[src/rtl/brr_pkg.sv]
package brr_pkg;

    localparam int WAIT_W  = 3;
    localparam int BLEN_W  = 3;
    localparam int COUNT_W = 6;
    localparam int TMR_W   = 4;

    typedef enum logic [1:0] {
        ST_IDLE  = 2'd0,
        ST_FULL  = 2'd1,
        ST_BURST = 2'd2,
        ST_CSEXT = 2'd3
    } brr_state_e;

    typedef struct packed {
        logic              three_state;
        logic [WAIT_W-1:0] wait_prog;
        logic              cs_ext;
        logic [BLEN_W-1:0] burst_len;
    } brr_cfg_t;

    // Timer reload for the first access: length minus one.
    function automatic logic [TMR_W-1:0] full_reload(input brr_cfg_t c);
        if (c.three_state)
            full_reload = TMR_W'(2) + TMR_W'(c.wait_prog);
        else
            full_reload = TMR_W'(1);
    endfunction

    // Timer reload for a burst access: length minus one.
    function automatic logic [TMR_W-1:0] burst_reload(input brr_cfg_t c);
        burst_reload = TMR_W'(c.burst_len);
    endfunction

endpackage

[src/rtl/brr_timer.sv]
module brr_timer #(
    parameter int W = 4
) (
    input  logic         clk,
    input  logic         rst,
    input  logic         load,
    input  logic [W-1:0] load_val,
    output logic         expired
);
    logic [W-1:0] cnt;

    always_ff @(posedge clk) begin
        if (rst)
            cnt <= '0;
        else if (load)
            cnt <= load_val;
        else if (cnt != '0)
            cnt <= cnt - 1'b1;
    end

    assign expired = (cnt == '0);

endmodule

[src/rtl/brr_addr_gen.sv]
module brr_addr_gen #(
    parameter int AW   = 20,
    parameter int LOWB = 4
) (
    input  logic          clk,
    input  logic          rst,
    input  logic          load,
    input  logic [AW-1:0] load_addr,
    input  logic          step,
    output logic [AW-1:0] addr
);
    always_ff @(posedge clk) begin
        if (rst)
            addr <= '0;
        else if (load)
            addr <= load_addr;
        else if (step)
            addr[LOWB-1:0] <= addr[LOWB-1:0] + 1'b1;
    end

endmodule

[src/rtl/brr_capture.sv]
module brr_capture #(
    parameter int DW = 16
) (
    input  logic          clk,
    input  logic          rst,
    input  logic          take,
    input  logic [DW-1:0] din,
    output logic          valid,
    output logic [DW-1:0] dout
);
    always_ff @(posedge clk) begin
        if (rst) begin
            valid <= 1'b0;
            dout  <= '0;
        end else begin
            valid <= take;
            if (take)
                dout <= din;
        end
    end

endmodule

[src/rtl/burst_rom_rd.sv]
module burst_rom_rd
    import brr_pkg::*;
#(
    parameter int AW   = 20,
    parameter int DW   = 16,
    parameter int LOWB = 4
) (
    input  logic                  clk,
    input  logic                  rst,
    input  logic                  req_valid,
    input  logic [AW-1:0]         req_addr,
    input  logic [COUNT_W-1:0]    req_count,
    input  logic                  cfg_three_state,
    input  logic [WAIT_W-1:0]     cfg_wait_prog,
    input  logic                  cfg_cs_ext,
    input  logic [BLEN_W-1:0]     cfg_burst_len,
    output logic                  busy,
    output logic [AW-1:0]         mem_addr,
    output logic                  mem_sel,
    output logic                  mem_rd,
    input  logic                  mem_wait_in,
    input  logic [DW-1:0]         mem_data_in,
    output logic                  out_valid,
    output logic [DW-1:0]         out_data
);
    brr_state_e         state;
    brr_cfg_t           cfg_q;
    brr_cfg_t           cfg_in;
    logic [COUNT_W-1:0] left;
    logic               accept;
    logic               stall;
    logic               full_done;
    logic               burst_done;
    logic               acc_done;
    logic               go_burst;
    logic               tmr_load;
    logic [TMR_W-1:0]   tmr_val;
    logic               tmr_expired;

    assign cfg_in = '{three_state: cfg_three_state, wait_prog: cfg_wait_prog,
                      cs_ext: cfg_cs_ext, burst_len: cfg_burst_len};

    assign busy       = (state != ST_IDLE) || out_valid;
    assign accept     = req_valid && !busy;
    assign stall      = cfg_q.three_state && mem_wait_in;
    assign full_done  = (state == ST_FULL) && tmr_expired && !stall;
    assign burst_done = (state == ST_BURST) && tmr_expired;
    assign acc_done   = full_done || burst_done;
    assign go_burst   = acc_done && (left != '0);
    assign tmr_load   = accept || go_burst;
    assign tmr_val    = accept ? full_reload(cfg_in) : burst_reload(cfg_q);

    assign mem_sel = (state != ST_IDLE);
    assign mem_rd  = (state == ST_FULL) || (state == ST_BURST);

    always_ff @(posedge clk) begin
        if (rst) begin
            state <= ST_IDLE;
            cfg_q <= '0;
            left  <= '0;
        end else begin
            case (state)
                ST_IDLE: begin
                    if (accept) begin
                        state <= ST_FULL;
                        cfg_q <= cfg_in;
                        left  <= req_count;
                    end
                end
                ST_FULL, ST_BURST: begin
                    if (go_burst) begin
                        state <= ST_BURST;
                        left  <= left - 1'b1;
                    end else if (acc_done) begin
                        state <= cfg_q.cs_ext ? ST_CSEXT : ST_IDLE;
                    end
                end
                default: state <= ST_IDLE;
            endcase
        end
    end

    brr_timer #(.W(TMR_W)) u_timer (
        .clk      (clk),
        .rst      (rst),
        .load     (tmr_load),
        .load_val (tmr_val),
        .expired  (tmr_expired)
    );

    brr_addr_gen #(.AW(AW), .LOWB(LOWB)) u_addr (
        .clk       (clk),
        .rst       (rst),
        .load      (accept),
        .load_addr (req_addr),
        .step      (go_burst),
        .addr      (mem_addr)
    );

    brr_capture #(.DW(DW)) u_cap (
        .clk   (clk),
        .rst   (rst),
        .take  (acc_done),
        .din   (mem_data_in),
        .valid (out_valid),
        .dout  (out_data)
    );

    // read strobe only inside chip select
    a_r5_rd_in_sel: assert property (@(posedge clk) disable iff (rst)
        mem_rd |-> mem_sel);

    // page bits fixed for the whole run
    a_r6_page_held: assert property (@(posedge clk) disable iff (rst)
        (mem_sel && $past(mem_sel)) |-> $stable(mem_addr[AW-1:LOWB]));

    // low bits step by one into each burst access
    a_r6_low_step: assert property (@(posedge clk) disable iff (rst)
        (go_burst) |=> (mem_addr[LOWB-1:0] == $past(mem_addr[LOWB-1:0]) + 1'b1));

    // wait input cannot stretch a burst access
    a_r7_burst_no_wait: assert property (@(posedge clk) disable iff (rst)
        (state == ST_BURST && tmr_expired && mem_wait_in) |=> out_valid);

    // each word follows a read cycle
    a_r8_valid_after_rd: assert property (@(posedge clk) disable iff (rst)
        out_valid |-> $past(mem_rd));

    // extension keeps select one cycle past the strobe
    a_r9_ext_on: assert property (@(posedge clk) disable iff (rst)
        ($fell(mem_rd) && cfg_q.cs_ext) |-> (mem_sel ##1 !mem_sel));
    a_r9_ext_off: assert property (@(posedge clk) disable iff (rst)
        ($fell(mem_rd) && !cfg_q.cs_ext) |-> !mem_sel);

    // no fresh first access while a run is active
    a_r11_no_restart: assert property (@(posedge clk) disable iff (rst)
        (busy && req_valid) |=> !(state == ST_FULL && $past(state) != ST_FULL && $past(state) != ST_IDLE));

endmodule

[config.mk]
export PLATFORM = sky130hd
export DESIGN_NAME = burst_rom_rd
export DESIGN_NICKNAME = d
export VERILOG_FILES = /design/src/rtl/brr_pkg.sv /design/src/rtl/brr_timer.sv /design/src/rtl/brr_addr_gen.sv /design/src/rtl/brr_capture.sv /design/src/rtl/burst_rom_rd.sv
export SDC_FILE = /design/constraint.sdc
export NUM_CORES = 1
export LEC_CHECK = 0
export CORE_MARGIN = 1.5
export CORE_UTILIZATION = 43
export CTS_CLUSTER_DIAMETER = 150
export DETAILED_ROUTE_END_ITERATION = 10
export DONT_BUFFER_PORTS = 1
export PLACE_DENSITY = 0.67
export SYNTH_ARGS = -nofsm -noshare
export SYNTH_HDL_FRONTEND = slang
export SYNTH_SLANG_ARGS = --single-unit
[constraint.sdc]
create_clock -name clk -period 1.8 [get_ports clk]
set_input_delay 0.36 -clock clk [delete_from_list [all_inputs] [get_ports clk]]
set_output_delay 0.36 -clock clk [all_outputs]
set_load 0.03 [all_outputs]
==> summary.txt, run 1 <==
critical path class -> reg -> reg
crit share post-route -> 102%
chip width -> 77.8 microns
fillers -> 517
vias in the first global route -> 2052
crit path max fanout -> 5
worst skew pair latency -> 300 ps
Post-Syn Instances -> 297
first-pass GRT wire length -> 9430 microns
Slew Limit Fails -> 0
Syn Nets -> 359
post-synth top area share -> 45.0%
P per Cell Area -> 1770 nW/um^2
share of cells above drive strength 1 -> 26.2%
Post-Route Skew -> 1.80 ps
worst r2r src -> left[1]
Cells on Worst Hold Path -> 1
WP data arrival -> 2050 ps
Max-slew headroom -> 53.2%
area leader, netlist -> dfxtp_1
IO buf count -> 0
gr usage total -> 19.4%
TritonCTS Buffers -> 5
CTS H-Tree Depth -> 2
asr flop ratio synth -> 0%
Final Hold Viols -> 0
Yosys reg bits -> 54
CP Capture Type -> flop
initial detailed-routing violation count -> 60
Cell Area, Synth -> 2400 sq um
HP Start -> rst
Commonest cells post-synth -> nand2_1 (87), dfxtp_1 (54), a21oi_1 (47)
Max Cap Viol -> 0
Reg clk slew, reported paths -> 90 ps
Lkg Pwr -> 1.15 nW
HP Class -> in -> reg
Sink Count -> 54
die height -> 77.8 microns
Peak Freq -> 0.544 GHz
Post-synth EDFFs -> 0
RSZ-0062 raised after global routing -> true
Sequential cell area -> 1090 sq um
worst slack at placement -> -107 ps
Final WS setup -> -36.7 ps
Die Area -> 6050 sq um
Final min period -> 1840 ps
worst-margin pin slew -> 696 ps
final layout net count -> 385
Reg2Reg Depth -> 9
Antenna Nets Post-Route -> 0
total congestion overflow -> 0
Via Count -> 2097
top-count cell post-synth -> nand2_1
Layout area overhead -> 22.7%
outcome -> finished with violations
Pre-antenna DRT Iters -> 4
largest net degree at the start of global routing -> 56
CTS tree -> built
R2R Path End -> left[0]
Synth warnings -> 0
Multi-input gate area -> 1340 sq um
DRT Wirelength -> 5860 microns
synth top area cells -> dfxtp_1 (45%), nand2_1 (14%), a21oi_1 (9.8%)
Required @ worst endpoint -> 2020 ps
I/O pins -> 94
DRC violations left -> 0
FP Rows -> 27
CTS root buffer -> clkbuf_8
vias per inst -> 5.30
Hold Path End -> u_cap.dout[11]
Critical Path Source Type -> flop
setup tns final -> -85.2 ps
endpoints failing setup -> 4
Most used DFF post-synth -> dfxtp_1
post-synthesis sequential area ratio -> 45.0%
initial antenna violation count -> 0
Starting Density -> 44.2%
wire per inst -> 14.8 microns
unique cell type count in the Yosys netlist -> 49
maximum vdd drop -> 0.921 mV
Clock Tree Buf Depth -> 2
Placer Congestion -> 0.811
n_diodes -> 0
core area -> 5440 sq um
fin area -> 2950 sq um
Register-to-Register Setup Slack -> -40 ps
Cell Area, Placed -> 2690 sq um
failing checks -> setup timing
dpl hpwl -> 4140 microns
Mapped Avg Cell Area -> 8.10 sq um
==> power by group <==
group | switching [mW] | leakage, nW | internal (mW)
combinational | 1.33 | 0.649 | 1.18
sequential | 0.486 | 0.444 | 1.48
clock | 0.393 | 0.0544 | 0.353
==> worst max-delay path: stages (launching register included) <==
cell,delay [ps]
dfxtp_2,340
inv_2,50
ha_4,170
nor4b_4,130
buf_4,150
a221oi_4,270
buf_4,150
a21o_1,150
o21ai_2,70
a221oi_2,250
==> metal layers <==
| metal | track usage (%) | vias to the layer above | wire length, microns |
|---|---|---|---|
| met5 | 0 | - | 0 |
| met4 | 5.45 | 0 | 65 |
| met3 | 5.53 | 6 | 418 |
| met2 | 32.7 | 61 | 2900 |
| met1 | 24.2 | 969 | 2470 |
| li1 | - | 1061 | - |
==> sequential cells by signal, summed over array words and instances (netlist names) <==
signal       flops
state            2
u_cap.valid      1
u_cap.dout      16
left             6
u_timer.cnt      4
u_addr.addr     20
cfg_q            5
==> metrics by stage <==
stage	util [%]	cells	hold slack [ps]	total power [mW]
after floorplan	-	297	432	3.43
after global placement	49.5	385	432	4.08
after detailed placement	49.5	385	432	4.14
after CTS	52.4	394	98.1	5.03
after global routing	54.3	396	90.2	5.59
final	54.3	396	115	5.23
==> timing repair <==
action / CTS / global route
endpoints found under the setup margin: 12 / 16
pin swaps: 2 / 9
hold buffers: 0 / 0
resized for setup: 12 / 26
setup buffers: 1 / 2
==> cell usage in the layout (no fill, tap or decap), drive strengths merged, types with 2 or more instances in the layout <==
cell,count
nand2,87
dfxtp,54
a21oi,48
buf,35
nor2,13
inv,10
o21ai,9
ha,8
clkbuf,7
a211oi,6
nor3,5
a221oi,4
o2bb2ai,3
xor2,3
nand2b,2
nand3,2
mux2i,2
nor3b,2
clkinv,2
or3,2
==> cells by family (layout without fill, tap and decap cells) <==
kind of cell,after synthesis,in the layout,share of synthesized area [%]
DFF,54,54,45.0
AOI/OAI and AO/OA,80,80,20.9
muxes,3,3,1.30
xor gates and xnor gates,4,4,1.46
and+or+nand+nor,121,121,21.9
buffers and inverters,27,54,5.31
adders and majority gates,8,8,4.16
==> worst max path at each step <==
stage                   start             end  slack [ps]  depth (start not counted)
2_1_floorplan  u_timer.cnt[1]  u_addr.addr[3]         -60                          8
3_3_place_gp   u_timer.cnt[0]  u_addr.addr[3]         -50                          8
3_5_place_dp   u_timer.cnt[0]  u_addr.addr[3]        -110                          8
4_1_cts        u_timer.cnt[0]  u_addr.addr[3]         -30                          8
5_1_grt        u_timer.cnt[0]  u_addr.addr[2]        -140                          8
6_report              left[1]         left[0]         -40                          9
==> layout make-up <==
class | instances | area share (%)
timing repair buffer | 35 | 9.71
clock buffer | 7 | 3.26
inverter | 11 | 1.44
multi-input combinational | 216 | 45.4
clock inverter | 1 | 0.297
tap | 72 | 3.05
sequential | 54 | 36.9
No activity file was read; power rests on OpenSTA's default activity.
==> run 2, diff against run 1 <==
Settings changed: MAX_ROUTING_LAYER set to met4.
==> run 2 against run 1 <==
  * The flow still finishes with violations (setup timing)
  * Clock-buffer cell count stayed put
  * Combinational power hardly changed
  * Sequential power hardly changed
  * Die area stayed put
  * Maximum frequency hardly changed
  * Routed wire length hardly changed
  * Register-to-register slack hardly changed
  * Highest routed layer unchanged
  * Clock skew is 1.7 ps higher
==> summary.txt, run 2 (same netlist as run 1, synthesis figures left out) <==
Die Area -> 6050 sq um
gr usage total -> 20.0%
Critical Path Source Type -> flop
initial antenna violation count -> 0
Placer Congestion -> 0.823
fin util -> 54.3%
failing checks -> setup timing
die height -> 77.8 microns
WP data arrival -> 2050 ps
Pre-antenna DRT Iters -> 4
TritonCTS Buffers -> 5
RSZ-0062 raised after global routing -> true
wire per inst -> 14.8 microns
Via Count -> 2096
outcome -> finished with violations
worst slack at placement -> -107 ps
Final min period -> 1840 ps
Max-slew headroom -> 52.8%
Critical Path Slowest Stage Cell -> dfxtp_2
CP Capture Type -> flop
hold slack final -> 113 ps
max incr delay on CP -> 340 ps
total congestion overflow -> 0
Cell Area, Placed -> 2690 sq um
P per Cell Area -> 1770 nW/um^2
CP most frequent cell -> buf_4
Starting Density -> 44.2%
fin area -> 2950 sq um
vias in the first global route -> 2055
Cells on Worst Hold Path -> 1
CTS tree -> built
maximum vdd drop -> 0.919 mV
max reg flops -> 20
Total Power -> 5.23 mW
R2R Path End -> left[0]
Antenna Nets Post-Route -> 0
crit share post-route -> 102%
n_diodes -> 0
endpoints failing setup -> 4
Final WS setup -> -36.2 ps
Post-Route Skew -> 3.53 ps
Peak Freq -> 0.545 GHz
Top reg by flops -> u_addr.addr
crit path max fanout -> 5
core area -> 5440 sq um
vias per inst -> 5.29
worst r2r src -> left[1]
Lkg Pwr -> 1.15 nW
share of cells above drive strength 1 -> 26.2%
most frequent cells in the layout -> nand2_1 (83), dfxtp_1 (48), a21oi_1 (44)
Final Hold Viols -> 0
Slew Limit Fails -> 0
Clock Tree Buf Depth -> 2
IO buf count -> 0
Reg clk slew, reported paths -> 100 ps
Max Cap Viol -> 0
HP Start -> rst
CTS H-Tree Depth -> 2
Required @ worst endpoint -> 2020 ps
initial detailed-routing violation count -> 80
Hold Path End -> u_cap.dout[11]
Layout area overhead -> 22.7%
worst path cell trace -> inv_2 > ha_4 > nor4b_4 > buf_4 > a221oi_4 > buf_4 > a21o_1 > o21ai_2 > a221oi_2
Register-to-Register Setup Slack -> -40 ps
Sink Count -> 54
FP Rows -> 27
commonest non-fill, non-tap cell in the layout -> nand2_1
dpl hpwl -> 4140 microns
Reg2Reg Depth -> 9
largest net degree at the start of global routing -> 56
DRT Wirelength -> 5850 microns
chip width -> 77.8 microns
biggest regs -> u_addr.addr x20, u_cap.dout x16, left x6
worst skew pair latency -> 300 ps
CTS root buffer -> clkbuf_8
first-pass GRT wire length -> 9440 microns
final layout net count -> 385
critical path class -> reg -> reg
HP Class -> in -> reg
I/O pins -> 94
worst-margin pin slew -> 702 ps
DRC violations left -> 0
run 2: cell counts in the layout (fill, tap and decap cells not counted):
Identical to the previous run, type by type.
run 2: report_power, final:
group	leakage (nW)	switching (mW)	internal [mW]
sequential	0.444	0.486	1.48
clock	0.0544	0.396	0.353
combinational	0.649	1.33	1.18
run 2: layout make-up:
type | instances | area [sq um]
fillers | 517 | 2490
multi-input cells | 216 | 1340
flip-flops and latches | 54 | 1090
repair buffers | 35 | 287
clock buffers | 7 | 96.3
well taps | 72 | 90.1
inverters | 11 | 42.5
clock inverters | 1 | 8.76
run 2: per-stage QoR:
step | TNS (ps) | std cells
final | -87.8 | 396
after global routing | -878 | 396
after CTS | -43.2 | 394
after detailed placement | -524 | 385
after global placement | -157 | 385
after floorplan | -142 | 297
run 2: how the worst max path moves through the flow:
| stage | startpoint | end | slack (ps) | cells after the start |
|---|---|---|---|---|
| after floorplan | u_timer.cnt[1] | u_addr.addr[3] | -60 | 8 |
| final | left[1] | left[0] | -40 | 9 |
| after CTS | u_timer.cnt[0] | u_addr.addr[3] | -30 | 8 |
| after detailed placement | u_timer.cnt[0] | u_addr.addr[3] | -110 | 8 |
| after global placement | u_timer.cnt[0] | u_addr.addr[3] | -50 | 8 |
| after global routing | u_timer.cnt[0] | u_addr.addr[2] | -130 | 8 |
run 2: what timing repair did:
| action | 4_1_cts | 5_1_grt |
|---|---|---|
| pin swaps | 2 | 9 |
| buffers inserted | 1 | 2 |
| gates resized for setup | 12 | 26 |
| hold buffers | 0 | 0 |
| setup endpoints to repair | 12 | 16 |
run 2: layer usage:
layer / track usage [%] / up-vias / share of wire [%]
li1: - / 1059 / -
met1: 24.7 / 969 / 43
met2: 32.6 / 62 / 50
met3: 4.82 / 6 / 6.6
met4: 5.45 / 0 / 1.1
met5: - / - / 0
run 2: critical path: cells and delay by family (launching register included):
kind | cells | cell delay (ps)
buf+inv | 3 | 350
fa+ha+maj | 1 | 170
compound gates | 4 | 740
flops | 1 | 340
simple gates | 1 | 130
